--- src/rtl/dma_seq_pkg.sv ---
// Shared state encoding for the DMA bus sequencer.
// Assumes: 3-bit state code visible at the top-level port; idle must be zero.
package dma_seq_pkg;
    typedef enum logic [2:0] {
        ST_IDLE     = 3'd0,
        ST_WAIT_RDY = 3'd1,
        ST_REQUEST  = 3'd2,
        ST_WAIT_ACK = 3'd3,
        ST_READ     = 3'd4,
        ST_WRITE    = 3'd5
    } seq_state_t;
endpackage

--- src/rtl/dma_holdoff_gen.sv ---
// Forms the registered DMA hold-off from masked pending interrupts and
// reports its falling edge.
// Assumes: interrupt inputs are synchronous to clk.
module dma_holdoff_gen #(
    parameter int NIRQ = 14
) (
    input  logic            clk,
    input  logic            rst_n,
    input  logic            im2_mode,
    input  logic [NIRQ-1:0] irq_status,
    input  logic [NIRQ-1:0] irq_dma_en,
    output logic            holdoff,
    output logic            holdoff_fall
);
    logic hold_q;
    logic hold_prev;
    logic masked_any;

    // Any enabled interrupt pending.
    assign masked_any = |(irq_status & irq_dma_en);

    // Register the hold-off and its previous value for edge detection.
    always_ff @(posedge clk) begin
        if (!rst_n) begin
            hold_q    <= 1'b0;
            hold_prev <= 1'b0;
        end else begin
            hold_q    <= im2_mode & masked_any;
            hold_prev <= hold_q;
        end
    end

    assign holdoff      = hold_q;
    assign holdoff_fall = hold_prev & ~hold_q;


    holdoff_needs_im2_chk: assert property (@(posedge clk) disable iff (!rst_n)
        !im2_mode |=> !holdoff);


    holdoff_follows_mask_chk: assert property (@(posedge clk) disable iff (!rst_n)
        (im2_mode && (irq_status & irq_dma_en) != '0) |=> holdoff);
endmodule

--- src/rtl/dma_byte_counter.sv ---
// Byte counter for the transfer: loads 0 or 1 on start, counts strobes and
// flags the last byte when the incremented count reaches the length.
// Assumes: load and inc are never high in the same cycle.
module dma_byte_counter #(
    parameter int CW = 16
) (
    input  logic          clk,
    input  logic          rst_n,
    input  logic          load,
    input  logic          start_at_one,
    input  logic          inc,
    input  logic [CW-1:0] len,
    output logic [CW-1:0] count,
    output logic          last
);
    logic [CW-1:0] count_next;

    // Incremented value used for the length compare.
    assign count_next = count + 1'b1;
    assign last       = inc && (count_next >= len);

    // Load on start, advance on each strobe.
    always_ff @(posedge clk) begin
        if (!rst_n) begin
            count <= '0;
        end else if (load) begin
            count <= {{(CW-1){1'b0}}, start_at_one};
        end else if (inc) begin
            count <= count_next;
        end
    end


    count_load_chk: assert property (@(posedge clk) disable iff (!rst_n)
        load |=> count == {{(CW-1){1'b0}}, $past(start_at_one)});


    count_step_chk: assert property (@(posedge clk) disable iff (!rst_n)
        (inc && !load) |=> count == $past(count) + 1'b1);
endmodule

--- src/rtl/dma_seq_fsm.sv ---
// Bus ownership state machine: wait for ready, request, wait for acknowledge,
// read and write phases, with hold-off release and direct resume.
// Assumes: bus_ack is held while bus_req is held once granted.
module dma_seq_fsm
    import dma_seq_pkg::*;
(
    input  logic       clk,
    input  logic       rst_n,
    input  logic       start,
    input  logic       stop,
    input  logic       ready,
    input  logic       bus_ack,
    input  logic       cont_mode,
    input  logic       holdoff,
    input  logic       holdoff_fall,
    input  logic       last,
    output seq_state_t state,
    output logic       bus_req,
    output logic       step,
    output logic       load
);
    logic release_now;

    // Byte-boundary release condition depends on mode.
    assign release_now = cont_mode ? holdoff : ~ready;
    assign step        = (state == ST_WRITE);
    assign load        = (state == ST_IDLE) && start && !stop;

    // State and bus request register.
    always_ff @(posedge clk) begin
        if (!rst_n) begin
            state   <= ST_IDLE;
            bus_req <= 1'b0;
        end else if (stop) begin
            state <= ST_IDLE;
            if (!bus_ack) bus_req <= 1'b0;
        end else begin
            unique case (state)
                ST_IDLE: begin
                    bus_req <= 1'b0;
                    if (start) state <= ST_WAIT_RDY;
                end
                ST_WAIT_RDY: begin
                    if (holdoff_fall) begin
                        bus_req <= 1'b1;
                        state   <= ST_WAIT_ACK;
                    end else if (ready && !holdoff) begin
                        state <= ST_REQUEST;
                    end
                end
                ST_REQUEST: begin
                    bus_req <= 1'b1;
                    state   <= ST_WAIT_ACK;
                end
                ST_WAIT_ACK: begin
                    if (bus_ack) state <= ST_READ;
                end
                ST_READ: begin
                    state <= ST_WRITE;
                end
                ST_WRITE: begin
                    if (last) begin
                        bus_req <= 1'b0;
                        state   <= ST_IDLE;
                    end else if (release_now) begin
                        bus_req <= 1'b0;
                        state   <= ST_WAIT_RDY;
                    end else begin
                        state <= ST_READ;
                    end
                end
                default: begin
                    bus_req <= 1'b0;
                    state   <= ST_IDLE;
                end
            endcase
        end
    end


    stop_goes_idle_chk: assert property (@(posedge clk) disable iff (!rst_n)
        stop |=> state == ST_IDLE);


    idle_drops_req_chk: assert property (@(posedge clk) disable iff (!rst_n)
        (state == ST_IDLE && bus_ack) |=> !bus_req);


    req_rise_origin_chk: assert property (@(posedge clk) disable iff (!rst_n)
        $rose(bus_req) |-> ($past(state) == ST_WAIT_RDY || $past(state) == ST_REQUEST));


    wait_ack_hold_chk: assert property (@(posedge clk) disable iff (!rst_n)
        (state == ST_WAIT_ACK && !bus_ack && !stop) |=> state == ST_WAIT_ACK);


    step_owns_bus_chk: assert property (@(posedge clk) disable iff (!rst_n)
        step |-> bus_req);


    cont_holdoff_release_chk: assert property (@(posedge clk) disable iff (!rst_n)
        (state == ST_WRITE && cont_mode && holdoff && !last && !stop)
        |=> (state == ST_WAIT_RDY && !bus_req));
endmodule

--- src/rtl/dma_bus_sequencer.sv ---
// Top level: DMA bus request sequencer with interrupt hold-off.
// Assumes: all inputs synchronous to clk; xfer_len and cont_mode stable
// during a transfer.
module dma_bus_sequencer
    import dma_seq_pkg::*;
#(
    parameter int CW   = 16,
    parameter int NIRQ = 14
) (
    input  logic            clk,
    input  logic            rst_n,
    input  logic            start,
    input  logic            stop,
    input  logic            ready,
    input  logic            cont_mode,
    input  logic [CW-1:0]   xfer_len,
    input  logic            im2_mode,
    input  logic [NIRQ-1:0] irq_status,
    input  logic [NIRQ-1:0] irq_dma_en,
    input  logic            bus_ack,
    output logic            bus_req,
    output logic            xfer_step,
    output logic            holdoff,
    output logic [2:0]      seq_state,
    output logic [CW-1:0]   byte_count
);
    logic       hold_fall;
    logic       last_byte;
    logic       load_cnt;
    seq_state_t state;

    dma_holdoff_gen #(.NIRQ(NIRQ)) u_holdoff (
        .clk          (clk),
        .rst_n        (rst_n),
        .im2_mode     (im2_mode),
        .irq_status   (irq_status),
        .irq_dma_en   (irq_dma_en),
        .holdoff      (holdoff),
        .holdoff_fall (hold_fall)
    );

    dma_byte_counter #(.CW(CW)) u_counter (
        .clk          (clk),
        .rst_n        (rst_n),
        .load         (load_cnt),
        .start_at_one (~cont_mode),
        .inc          (xfer_step),
        .len          (xfer_len),
        .count        (byte_count),
        .last         (last_byte)
    );

    dma_seq_fsm u_fsm (
        .clk          (clk),
        .rst_n        (rst_n),
        .start        (start),
        .stop         (stop),
        .ready        (ready),
        .bus_ack      (bus_ack),
        .cont_mode    (cont_mode),
        .holdoff      (holdoff),
        .holdoff_fall (hold_fall),
        .last         (last_byte),
        .state        (state),
        .bus_req      (bus_req),
        .step         (xfer_step),
        .load         (load_cnt)
    );

    assign seq_state = state;


    finish_releases_chk: assert property (@(posedge clk) disable iff (!rst_n)
        (xfer_step && last_byte && !stop) |=> (!bus_req && seq_state == 3'd0));
endmodule

--- config.mk ---
export PLATFORM = sky130hd
export DESIGN_NAME = dma_bus_sequencer
export DESIGN_NICKNAME = d
export VERILOG_FILES = /design/src/rtl/dma_seq_pkg.sv /design/src/rtl/dma_holdoff_gen.sv /design/src/rtl/dma_byte_counter.sv /design/src/rtl/dma_seq_fsm.sv /design/src/rtl/dma_bus_sequencer.sv
export SDC_FILE = /design/constraint.sdc
export NUM_CORES = 1
export LEC_CHECK = 0
export BUFFER_PORTS_ARGS = -buffer_cell sky130_fd_sc_hd__buf_4
export CAP_MARGIN = 25
export CELL_PAD_IN_SITES_DETAIL_PLACEMENT = 0
export CELL_PAD_IN_SITES_GLOBAL_PLACEMENT = 1
export CORE_ASPECT_RATIO = 0.7
export CORE_MARGIN = 10
export CORE_UTILIZATION = 36
export DETAILED_ROUTE_END_ITERATION = 8
export GPL_ROUTABILITY_DRIVEN = 0
export PLACE_DENSITY_LB_ADDON = 0.15
export SYNTH_ARGS = -nofsm -noshare
export SYNTH_HDL_FRONTEND = slang
export SYNTH_SLANG_ARGS = --single-unit
--- constraint.sdc ---
create_clock -name clk -period 4.1 [get_ports clk]
set_input_delay 0.41 -clock clk [delete_from_list [all_inputs] [get_ports clk]]
set_output_delay 0.41 -clock clk [all_outputs]
set_load 0.01 [all_outputs]
; Word-level counts from Yosys, hierarchy flattened
; Index checks and enable logic that the tools add are counted.
[op_classes]
mux = 16
bitwise = 7
reduce_logical = 14
n_addsub = 1
magnitude_cmp = 1
eq_ne = 12
[op_table]
columns = operator, n
row1 = $mux 3, 6
row2 = $pmux 3 s6, 1
row3 = $add 16x1->16 const B, 1
row4 = $ge 16x16->1, 1
row5 = $and 14x14->14, 1
row6 = $reduce_or 14->1, 1
row7 = $mux 1, 8
row8 = $eq 3x2->1 const B, 2
row9 = $eq 3x3->1 const B, 2
row10 = $ne 2x2->1 const B, 3
row11 = $reduce_or 2->1, 3
row12 = $logic_and 1x1->1, 4
row13 = $ne 4x3->1 const B, 1
row14 = $not 1->1, 4
row15 = $pmux 1 s4, 1
row16 = $reduce_and 4->1, 1
row17 = $eq 3x1->1 const B, 1
row18 = $logic_not 3->1, 1
row19 = $ne 3x2->1 const B, 1
row20 = $ne 3x3->1 const B, 1
row21 = $reduce_and 3->1, 1
row22 = $and 1x1->1, 2
row23 = $logic_not 1->1, 2
row24 = $ne 2x1->1 const B, 1
row25 = $reduce_bool 2->1, 1
[word_totals]
word_cells = 57
ff_bits = 22

; Depth between registers and ports, before layout
; Gate-level depths: netlist of the first run.
[logic_depth]
ltp_word = 6
mapped_depth = 11
ltp_nobuf = 11

; Hierarchy
; A second synthesis of the first run with hierarchy kept.
[unflattened]
hier_cells = 225
hier_area_um2 = 1838.0
[by_module_without_submodules]
columns = module, seq_area_each_um2, cells_per_inst, area_each_um2, n_inst
row1 = dma_byte_counter, 320.3, 170, 1346.3, 1
row2 = dma_seq_fsm, 80.1, 40, 349.1, 1
row3 = dma_holdoff_gen, 40.0, 14, 138.9, 1
row4 = dma_bus_sequencer, 0.0, 1, 3.8, 1

; Worst setup path after synthesis of the first run
; Ideal clock, no wire load.
[synth_path]
path_type = register -> register
start = register u_counter.count[0]
end = register u_fsm.state[0]
n_path_buf = 0
slack_ns = 1.319
synth_period_minus_slack_ns = 2.781
arrival_time_ns = 2.650
path_stages_with_launch = 12
cell_sequence = dfxtp_1 -> ha_1 -> nand3_2 -> nor4_4 -> nand3_1 -> xnor2_1 -> ha_1 -> and4_1 -> o211ai_1 -> or4_1 -> nand3_1 -> a31oi_1
[synth_between]
elab_chain_cells = 5
[synth_rtl]
columns = element, line
row1 = start: declaration, dma_byte_counter.sv:13  ; output logic [CW-1:0] count,
row2 = start signal: assignment, dma_byte_counter.sv:27  ; count <= {{(CW-1){1'b0}}, start_at_one};
row3 = start signal: assignment, dma_byte_counter.sv:29  ; count <= count_next;
row4 = $add 16x1->16, dma_byte_counter.sv:19  ; assign count_next = count + 1'b1;
row5 = named net u_counter.count_next[14], dma_byte_counter.sv:16  ; logic [CW-1:0] count_next;
row6 = $ge 16x16->1, dma_byte_counter.sv:20  ; assign last = inc && (count_next >= len);
row7 = $logic_and 1x1->1, dma_byte_counter.sv:20
row8 = $mux 3, dma_seq_fsm.sv:62  ; if (last) begin
row9 = $pmux 3 s6, dma_seq_fsm.sv:38  ; unique case (state)
row10 = end signal: assignment, dma_seq_fsm.sv:41  ; if (start) state <= ST_WAIT_RDY;
row11 = end signal: assignment, dma_seq_fsm.sv:64  ; state <= ST_IDLE;
row12 = end signal: assignment, dma_seq_fsm.sv:67  ; state <= ST_WAIT_RDY;
row13 = end: declaration, dma_seq_fsm.sv:17  ; output seq_state_t state,
; The timed path passes the listed nets, and every way through them passes these cells.
; A chain may end at the register's enable or synchronous reset.

; Final worst setup path of the first run
; Ends and elaborated chain as after synthesis.

==> results of run 1 <==
-- kinds of logic after synthesis --
logic type,synth area share [%]
buf+inv,5.974
simple gates,27.03
fa+ha+maj,12.09
flops,25.04
xor+xnor,11.95
compound gates,17.92
-- final timing paths --
| path | endpoint | slack, ns | cells past startpoint |
|---|---|---|---|
| min | u_holdoff.holdoff | 0.36 | 3 |
| min reg2reg | u_fsm.bus_req | 0.48 | 2 |
| max | u_fsm.state[0] | 1.07 | 11 |
| max reg2reg | u_fsm.state[0] | 1.07 | 11 |
-- per-stage QoR --
| step | setup slack [ns] | hold slack [ns] | instances |
|---|---|---|---|
| global placement | 1.202 | 0.4848 | 362 |
| detailed placement | 1.072 | 0.4827 | 362 |
| CTS | 1.049 | 0.3596 | 366 |
| floorplan | 1.319 | 0.4823 | 224 |
| finish | 1.075 | 0.3633 | 366 |
| global route | 0.8135 | 0.3727 | 366 |
-- worst max-delay path, delay by kind of cell (launching register included) --
family          cells  cell delay (ns)
fa+ha+maj           2             0.54
xor+xnor            1             0.15
flops               1             0.44
compound gates      2             0.18
simple gates        6             1.59
-- layout make-up --
| type | count | area, um2 | share of cell area (%) |
|---|---|---|---|
| clock buffer | 4 | 55.05 | 2.276 |
| timing repair buffer | 73 | 548.0 | 22.66 |
| multi-input combinational | 178 | 1214 | 50.18 |
| inverter | 20 | 75.07 | 3.104 |
| sequential | 22 | 440.4 | 18.21 |
| tap | 69 | 86.33 | 3.570 |
-- per-layer routing --
metal / GRT usage (%) / vias to the layer above / wire length, um / part of all wire [%]
met1: 15.55 / 794 / 2519 / 50
met3: 4.812 / 0 / 321 / 6.4
met4: 1.264 / 0 / 0 / 0
met5: 0 / - / 0 / 0
li1: - / 933 / - / -
met2: 18.37 / 48 / 2212 / 44
-- flip-flops by register name (all words and copies together) (netlist names) --
| signal | flops |
|---|---|
| u_counter.count | 16 |
| u_fsm.bus_req | 1 |
| u_fsm.state | 3 |
| u_holdoff.hold_prev | 1 |
| u_holdoff.holdoff | 1 |
-- cells in the final DEF (no fill, tap or decap), types with 13 or more instances in the layout --
master,count
o21ai_0,13
nor2_1,21
inv_1,18
nand2_1,24
a21oi_1,16
xor2_1,13
ha_1,17
buf_4,73
dfxtp_1,22
-- power breakdown --
part / internal [mW] / total, mW / switching, mW
registers: 0.216 / 0.220 / 0.00412
logic: 0.0476 / 0.0790 / 0.0314
clock network: 0.0858 / 0.164 / 0.0781
==> impl_metrics.env, run 1 <==
export IMPL_path_max_fanout=7
export IMPL_die_area_um2=8127
export IMPL_nets=367
export IMPL_worst_pin_slew_ns=0.6121
export IMPL_endpoint_kind="register"
export IMPL_syn_to_final_growth_pct=37.48
export IMPL_setup_violations=0
export IMPL_arrival_ns=3.17
export IMPL_wirelength_mm=5.052
export IMPL_final_max_slew_viol_count=0
export IMPL_async_reset_ff_share_pct=0
export IMPL_synth_fp_nets=293
export IMPL_relSlewSlack_pct=59.09
export IMPL_clk_latency_ns=0.27
export IMPL_ir_drop_mv=0.1046
export IMPL_synth_top_area_share_pct=25.04
export IMPL_min_from="im2_mode"
export IMPL_via_per_inst=4.850
export IMPL_synthCells=224
export IMPL_boundaryPins=74
export IMPL_design_area_um2=2419
export IMPL_antenna_found_initial=0
export IMPL_cts_setup_buffers=0
export IMPL_yosysSeqAreaShare_pct=25.04
export IMPL_totalNegativeSetupSlack_ns=0
export IMPL_synth_common_cells="24 x nand2_1, 22 x dfxtp_1, 21 x nor2_1, 18 x inv_1, 17 x ha_1"
export IMPL_path_class="register to register"
export IMPL_cts_hold_buf=0
export IMPL_wl_per_cell_um=13.80
export IMPL_grtUsageTotal_pct=11.87
export IMPL_synth_area_leaders="dfxtp_1 25%, ha_1 12%, xor2_1 6.5%, xnor2_1 5.5%, nand2_1 5.1%"
export IMPL_fin_crit_sh_pct=73.79
export IMPL_grt_pass1_vias=1756
export IMPL_dpl_cell_area_um2=2364
export IMPL_path_cells="ha_1 > nand3_2 > nor4_4 > nand3_1 > xnor2_1 > ha_1 > and4_1 > o211ai_1 > or4_1 > nand3_1 > a31oi_1"
export IMPL_firstDrtPassIters=4
export IMPL_ant_nets=0
export IMPL_cp_required_ns=4.25
export IMPL_finalHoldViolations=0
export IMPL_crit_start="u_counter.count[0]"
export IMPL_hpwlAfterDp_mm=4.217
export IMPL_yosys_warnings=0
export IMPL_antenna_cells=0
export IMPL_drtIter0Drc=94
export IMPL_num_rows=21
export IMPL_cts_sinks=22
export IMPL_synth_edf_count=0
export IMPL_synthDistinctLibCells=42
export IMPL_crit_path_start_kind="register"
export IMPL_slowest_delay_ns=0.45
export IMPL_drc_errors=0
export IMPL_fin_util_pct=50.86
export IMPL_yosys_area_top_type="dfxtp_1"
export IMPL_p_per_area_nw_per_um2=191.4
export IMPL_overflow=0
export IMPL_r2r_start="u_counter.count[0]"
export IMPL_power_leakage_nw=1.114
export IMPL_htree_levels=1
export IMPL_max_cap_viol_count=0
export IMPL_drive_above_1_share_pct=29.97
export IMPL_cts_root_buf="clkbuf_8"
export IMPL_max_freq_ghz=0.3305
export IMPL_clk_pin_slew_ns=0.09
export IMPL_cts_made_buffers=3
export IMPL_ys_ff_latch=22
export IMPL_cts_resized=0
export IMPL_tritoncts="built"
export IMPL_period_minus_slack_ns=3.025
export IMPL_coreArea_um2=4756
export IMPL_yosysMostFrequentCell="nand2_1"
export IMPL_portBuffers=73
export IMPL_ys_flop_type="dfxtp_1"
export IMPL_cts_buffer_depth=2
export IMPL_start_util_pct=36.99
export IMPL_syn_area_per_cell_um2=7.854
export IMPL_slowest_stage="nor4_4"
export IMPL_grt_max_degree=16
export IMPL_power_uw=463.0
export IMPL_fin_worst_skew_ns=0.007437
export IMPL_via_count=1775
export IMPL_die_x_um=103.6
export IMPL_hold_class="input pin to register"
export IMPL_grt_pass1_wl_mm=8.162
export IMPL_num_fill_cells=490
export IMPL_status="complete, no violations"
export IMPL_rsz0062_at_grt="false"
export IMPL_synth_area_um2=1759
export IMPL_die_h_um=78.49
No activity file was read; power rests on OpenSTA's default activity.
==> run 2: changes to the inputs <==
--- a/config.mk
+++ b/config.mk
@@ -11,7 +11,7 @@
 export CELL_PAD_IN_SITES_GLOBAL_PLACEMENT = 1
 export CORE_ASPECT_RATIO = 0.7
 export CORE_MARGIN = 10
-export CORE_UTILIZATION = 36
+export CORE_UTILIZATION = 34
 export DETAILED_ROUTE_END_ITERATION = 8
 export GPL_ROUTABILITY_DRIVEN = 0
 export PLACE_DENSITY_LB_ADDON = 0.15
==> constraint.sdc (replaced) <==
create_clock -name clk -period 3.1 [get_ports clk]
set_input_delay 0.31 -clock clk [delete_from_list [all_inputs] [get_ports clk]]
set_output_delay 0.31 -clock clk [all_outputs]
set_load 0.01 [all_outputs]
==> impl_metrics.env, run 2 (synthesized netlist as in run 1, its figures left out) <==
export IMPL_ff2ff_path_depth=11
export IMPL_arrival_ns=3.01
export IMPL_num_fill_cells=526
export IMPL_final_cell_mix="76 x buf_4, 24 x nand2_1, 22 x dfxtp_1"
export IMPL_design_area_um2=2441
export IMPL_path_max_fanout=7
export IMPL_path_cells="ha_1 > nand3_2 > nor4_4 > nand3_1 > xnor2_1 > ha_1 > and4_1 > o211ai_1 > or4_1 > nand3_1 > o2bb2ai_1"
export IMPL_coreArea_um2=4887
export IMPL_grt_pass1_vias=1796
export IMPL_path_class="register to register"
export IMPL_ff2ff_setup_slack_ns=0.25
export IMPL_totalNegativeSetupSlack_ns=0
export IMPL_fin_worst_skew_ns=0.003452
export IMPL_cts_setup_buffers=0
export IMPL_cts_root_buf="clkbuf_8"
export IMPL_antenna_found_initial=0
export IMPL_top_register="u_counter.count"
export IMPL_p_per_area_nw_per_um2=250.8
export IMPL_slowest_stage="or4_1"
export IMPL_whs_path_depth=3
export IMPL_firstDrtPassIters=4
export IMPL_reg_top3="u_counter.count x16, u_fsm.state x3"
export IMPL_period_minus_slack_ns=2.846
export IMPL_wirelength_mm=5.182
export IMPL_boundaryPins=74
export IMPL_finalHoldViolations=0
export IMPL_nets=370
export IMPL_ir_drop_mv=0.1376
export IMPL_setup_worst_path_end="u_fsm.bus_req"
export IMPL_drc_errors=0
export IMPL_setup_violations=0
export IMPL_slowest_delay_ns=0.44
export IMPL_cp_top_family="simple AND/OR/NAND/NOR gates"
export IMPL_cp_buffers_inverters=0
export IMPL_crit_path_start_kind="register"
export IMPL_power_leakage_nw=1.130
export IMPL_cts_hold_buf=0
export IMPL_htree_levels=1
export IMPL_largest_reg_flops=16
export IMPL_portBuffers=73
export IMPL_cts_buffer_depth=2
export IMPL_antenna_cells=0
export IMPL_die_h_um=80.18
export IMPL_start_util_pct=36.00
export IMPL_cts_resized=0
export IMPL_status="complete, no violations"
export IMPL_relSlewSlack_pct=59.08
export IMPL_wl_per_cell_um=14.04
export IMPL_grtUsageTotal_pct=11.97
export IMPL_clk_latency_ns=0.27
export IMPL_max_freq_ghz=0.3514
export IMPL_dpl_cell_area_um2=2379
export IMPL_multiInputGateArea_um2=1214
export IMPL_max_cap_viol_count=0
export IMPL_hpwlAfterDp_mm=4.329
export IMPL_grt_max_degree=16
export IMPL_drive_above_1_share_pct=30.67
export IMPL_rr_endpoint="u_fsm.bus_req"
export IMPL_seqCellArea_um2=440.4
export IMPL_grt_pass1_wl_mm=8.528
export IMPL_die_x_um=106.0
export IMPL_via_per_inst=4.748
export IMPL_cp_required_ns=3.26
export IMPL_path_depth=11
export IMPL_ant_nets=0
export IMPL_cts_made_buffers=3
export IMPL_tritoncts="built"
export IMPL_overflow=0
export IMPL_crit_start="u_counter.count[1]"
export IMPL_clk_pin_slew_ns=0.09
export IMPL_cts_sinks=22
export IMPL_final_common_cell="buf_4"
export IMPL_r2r_start="u_counter.count[1]"
export IMPL_hold_class="input pin to register"
export IMPL_die_area_um2=8497
export IMPL_worst_pin_slew_ns=0.6124
export IMPL_via_count=1752
export IMPL_fin_crit_sh_pct=91.80
export IMPL_final_max_slew_viol_count=0
export IMPL_syn_to_final_growth_pct=38.76
export IMPL_drtIter0Drc=63
export IMPL_endpoint_kind="register"
export IMPL_num_rows=21
export IMPL_rsz0062_at_grt="false"
==> run 2: worst min path at each step <==
stage / startpoint / endpoint / slack [ns]
final: im2_mode / u_holdoff.holdoff / 0.27
after floorplan: rst_n / u_holdoff.holdoff / 0.43
after global placement: u_fsm.bus_req / u_fsm.bus_req / 0.47
after CTS: im2_mode / u_holdoff.holdoff / 0.27
after detailed placement: u_fsm.bus_req / u_fsm.bus_req / 0.47
after global routing: im2_mode / u_holdoff.holdoff / 0.26
==> run 2: routing by layer <==
layer	global-route usage, %	vias to the layer above	wire (um)
met5	0	-	0
met4	2.022	0	28
met3	5.582	2	411
met2	17.24	41	2158
met1	16.01	770	2584
li1	-	939	-
==> run 2: where the power goes <==
| group | leakage [nW] | switching (mW) | internal, mW |
|---|---|---|---|
| logic | 0.923 | 0.0432 | 0.0637 |
| clock network | 0.0288 | 0.102 | 0.113 |
| registers | 0.178 | 0.00462 | 0.286 |
| total | 1.13 | 0.150 | 0.463 |
==> run 2: tightest hold or removal path, cell delays in order <==
cell and delay (ns):
buf_4 0.11, nand2_1 0.05, a31oi_1 0.03
==> run 2: final cells by class <==
type / count / area share [%]
Timing Repair Buffer: 76 / 23.37
Clock buffer: 4 / 2.255
Sequential cell: 22 / 18.04
Multi-Input combinational cell: 178 / 49.72
Inverter: 20 / 3.075
Tap cell: 69 / 3.537
==> run 2: through the flow <==
| step | setup WS [ns] | util, % | total power [mW] | hold WS [ns] | cells |
|---|---|---|---|---|---|
| after CTS | 0.1078 | 49.80 | 0.6224 | 0.2663 | 368 |
| after global placement | 0.2484 | 48.67 | 0.4050 | 0.4694 | 364 |
| after detailed placement | 0.1239 | 48.67 | 0.4034 | 0.4727 | 364 |
| after floorplan | 0.3189 | - | 0.3362 | 0.4262 | 224 |
| final | 0.2541 | 49.95 | 0.6123 | 0.2748 | 369 |
| after global routing | 0.03576 | 49.95 | 0.6448 | 0.2632 | 369 |
==> run 3: changes to the inputs <==
--- a/config.mk
+++ b/config.mk
@@ -11,10 +11,12 @@
 export CELL_PAD_IN_SITES_GLOBAL_PLACEMENT = 1
 export CORE_ASPECT_RATIO = 0.7
 export CORE_MARGIN = 10
-export CORE_UTILIZATION = 34
+export CORE_UTILIZATION = 35
 export DETAILED_ROUTE_END_ITERATION = 8
 export GPL_ROUTABILITY_DRIVEN = 0
 export PLACE_DENSITY_LB_ADDON = 0.15
+export REMOVE_ABC_BUFFERS = 1
 export SYNTH_ARGS = -nofsm -noshare
 export SYNTH_HDL_FRONTEND = slang
+export SYNTH_HIERARCHICAL = 1
 export SYNTH_SLANG_ARGS = --single-unit
==> impl_metrics.env, run 3 <==
export IMPL_status="complete, no violations"
export IMPL_antenna_cells=0
export IMPL_drtIter0Drc=80
export IMPL_start_util_pct=37.21
export IMPL_cp_top_family="simple AND/OR/NAND/NOR gates"
export IMPL_cts_sinks=22
export IMPL_crit_path_start_kind="register"
export IMPL_num_rows=21
export IMPL_final_common_cell="buf_4"
export IMPL_cts_made_buffers=3
export IMPL_synthCells=225
export IMPL_fin_crit_sh_pct=93.12
export IMPL_hold_class="input pin to register"
export IMPL_rr_endpoint="u_fsm/state[0]"
export IMPL_final_max_slew_viol_count=0
export IMPL_fin_worst_skew_ns=0.003933
export IMPL_overflow=0
export IMPL_antenna_found_initial=0
export IMPL_boundaryPins=74
export IMPL_relSlewSlack_pct=57.88
export IMPL_die_area_um2=8596
export IMPL_finalHoldViolations=0
export IMPL_cp_required_ns=3.29
export IMPL_via_per_inst=4.971
export IMPL_drc_errors=0
export IMPL_yosys_warnings=6
export IMPL_clk_pin_slew_ns=0.08
export IMPL_ys_ff_latch=22
export IMPL_synth_edf_count=0
export IMPL_wl_per_cell_um=14.61
export IMPL_die_h_um=80.63
export IMPL_min_from="im2_mode"
export IMPL_ys_flop_type="dfxtp_1"
export IMPL_portBuffers=73
export IMPL_grt_pass1_vias=1855
export IMPL_power_switching_uw=142.3
export IMPL_grt_max_degree=15
export IMPL_slowest_delay_ns=0.41
export IMPL_firstDrtPassIters=4
export IMPL_r2r_start="u_counter/count[7]"
export IMPL_via_count=1889
export IMPL_instances_no_fill=380
export IMPL_nets=382
export IMPL_crit_top_cell="nor3b_2"
export IMPL_setup_violations=0
export IMPL_num_fill_cells=499
export IMPL_cp_buffers_inverters=0
export IMPL_ff2ff_path_depth=13
export IMPL_arrival_ns=3.08
export IMPL_fin_hold_ws_ns=0.2803
export IMPL_async_reset_ff_share_pct=0
export IMPL_setup_ws_ns=0.2133
export IMPL_max_freq_ghz=0.3464
export IMPL_p_seq_share_pct=49.6
export IMPL_grtUsageTotal_pct=12.66
export IMPL_syn_area_per_cell_um2=8.169
export IMPL_clkPwrFrac_pct=30.2
export IMPL_p_per_area_nw_per_um2=219.2
export IMPL_p_comb_share_pct=20.2
export IMPL_tritoncts="built"
export IMPL_internal_power_uw=443.0
export IMPL_totalNegativeSetupSlack_ns=0
export IMPL_yosysSeqAreaShare_pct=23.96
export IMPL_ir_drop_mv=0.1177
export IMPL_largest_reg_flops=16
export IMPL_die_x_um=106.6
export IMPL_cts_root_buf="clkbuf_8"
export IMPL_synth_common_cells="22 x dfxtp_1, 22 x inv_1, 17 x ha_1, 16 x nor2_1, 14 x xor2_1"
export IMPL_syn_to_final_growth_pct=45.27
export IMPL_placed_cells=375
export IMPL_worst_pin_slew_ns=0.6318
export IMPL_max_cap_viol_count=0
export IMPL_whs_path_depth=3
export IMPL_ant_nets=0
export IMPL_path_class="register to register"
export IMPL_seqCellArea_um2=452.9
export IMPL_cts_buffer_depth=2
export IMPL_power_leakage_nw=1.274
export IMPL_endpoint_kind="register"
export IMPL_synthDistinctLibCells=50
export IMPL_reg_top3="u_counter/count x16, u_fsm/state x3"
export IMPL_multiInputGateArea_um2=1313
export IMPL_wirelength_mm=5.550
export IMPL_synth_top_area_share_pct=23.96
export IMPL_top_register="u_counter/count"
export IMPL_synth_area_leaders="dfxtp_1 24%, ha_1 12%, xor2_1 6.7%, inv_1 4.5%, xnor2_1 4.3%"
export IMPL_hpwlAfterDp_mm=4.672
export IMPL_min_to="u_holdoff/holdoff"
export IMPL_drive_above_1_share_pct=40.19
export IMPL_final_cell_mix="91 x buf_4, 22 x inv_1, 16 x ha_1, 16 x dfxtp_1, 15 x nor2_1"
export IMPL_dpl_worst_slack_ns=-0.06064
export IMPL_switching_share_pct=24.31
export IMPL_yosys_area_top_type="dfxtp_1"
export IMPL_path_max_fanout=5
export IMPL_period_minus_slack_ns=2.887
export IMPL_htree_levels=1
export IMPL_slowest_stage="o41a_1"
export IMPL_coreArea_um2=4940
export IMPL_ff2ff_setup_slack_ns=0.21
export IMPL_path_cells="and4_4 > nand3_2 > nor2_1 > xor2_1 > ha_1 > nand4_1 > or2_4 > a2111oi_2 > o41a_1 > nor3b_2 > nor3b_2 > o221ai_2 > a31oi_1"
export IMPL_clk_latency_ns=0.26
export IMPL_fin_util_pct=54.05
export IMPL_synth_area_um2=1838
export IMPL_grt_pass1_wl_mm=9.087
==> run 3: cell types whose count changed after synthesis, moves of 4 or more <==
cell     before  now
and4_1        4    0
and3_1        0    5
nor2b_1       1    5
nand4_1       2    9
nand2_1      24   13
o21ai_0      13    9
inv_1        18   22
nor3_1        4    0
nor2_1       21   16
==> run 3: worst reg2reg max path, cell delays in order (launching register included) <==
cell	delay [ns]
dfxtp_2	0.38
and4_4	0.26
nand3_2	0.13
nor2_1	0.17
xor2_1	0.18
ha_1	0.27
nand4_1	0.13
or2_4	0.14
a2111oi_2	0.04
o41a_1	0.41
nor3b_2	0.22
nor3b_2	0.22
o221ai_2	0.11
a31oi_1	0.17
==> run 3: stage by stage <==
stage | power [mW] | cell area, um2
final | 0.5853 | 2670
after global routing | 0.6202 | 2670
after CTS | 0.5942 | 2581
after detailed placement | 0.4129 | 2536
after global placement | 0.4124 | 2536
after floorplan | 0.3431 | 1774
==> run 3: power by group through the flow <==
stage	registers [mW]	logic [mW]	clock network [mW]
after CTS	0.291	0.115	0.188
final	0.290	0.118	0.177
after floorplan	0.298	0.0447	0
after global placement	0.298	0.114	0
after detailed placement	0.298	0.115	0
after global routing	0.291	0.131	0.198
==> run 3: kinds of logic (layout without fill, tap and decap cells) <==
kind of cell,Yosys count,count (layout),synth area share (%)
and+or+nand+nor,83,83,27.30
AOI/OAI and AO/OA,48,48,17.70
buffers and inverters,31,117,7.965
xor gates and xnor gates,23,23,10.96
DFF,22,22,23.96
adders and majority gates,17,17,11.57
muxes,1,1,0.5446
==> run 3: timing repair <==
item | in CTS | in global routing
gates resized for setup | 3 | 25
setup endpoints to repair | 2 | 3
pin swaps | 0 | 11
buffers inserted | 0 | 2
hold buffers | 0 | 0
cloned | 0 | 0
==> run 3: final cells by class <==
type	count	area share, %
repair buffers	92	26.01
multi-input cells	172	49.16
inverters	22	3.093
clock buffers	3	1.546
well taps	69	3.233
flip-flops and latches	22	16.96
==> run 3: layer usage <==
metal / up-vias / wire, um / track usage (%)
met4: 0 / 19 / 2.022
met5: - / 0 / 0
met3: 2 / 502 / 5.343
li1: 971 / - / -
met2: 61 / 2387 / 18.73
met1: 855 / 2642 / 16.86
==> run 3: worst max path at each step <==
stage | slack [ns] | cells past startpoint | to | start
2_1_floorplan | 0.02 | 13 | u_fsm/bus_req | u_counter/count[2]
3_3_place_gp | 0.12 | 14 | u_fsm/state[0] | u_counter/count[1]
3_5_place_dp | -0.06 | 14 | u_fsm/bus_req | u_counter/count[4]
4_1_cts | 0.02 | 14 | u_fsm/bus_req | u_counter/count[1]
5_1_grt | -0.007 | 14 | u_fsm/state[0] | u_counter/count[0]
6_report | 0.21 | 13 | u_fsm/state[0] | u_counter/count[7]
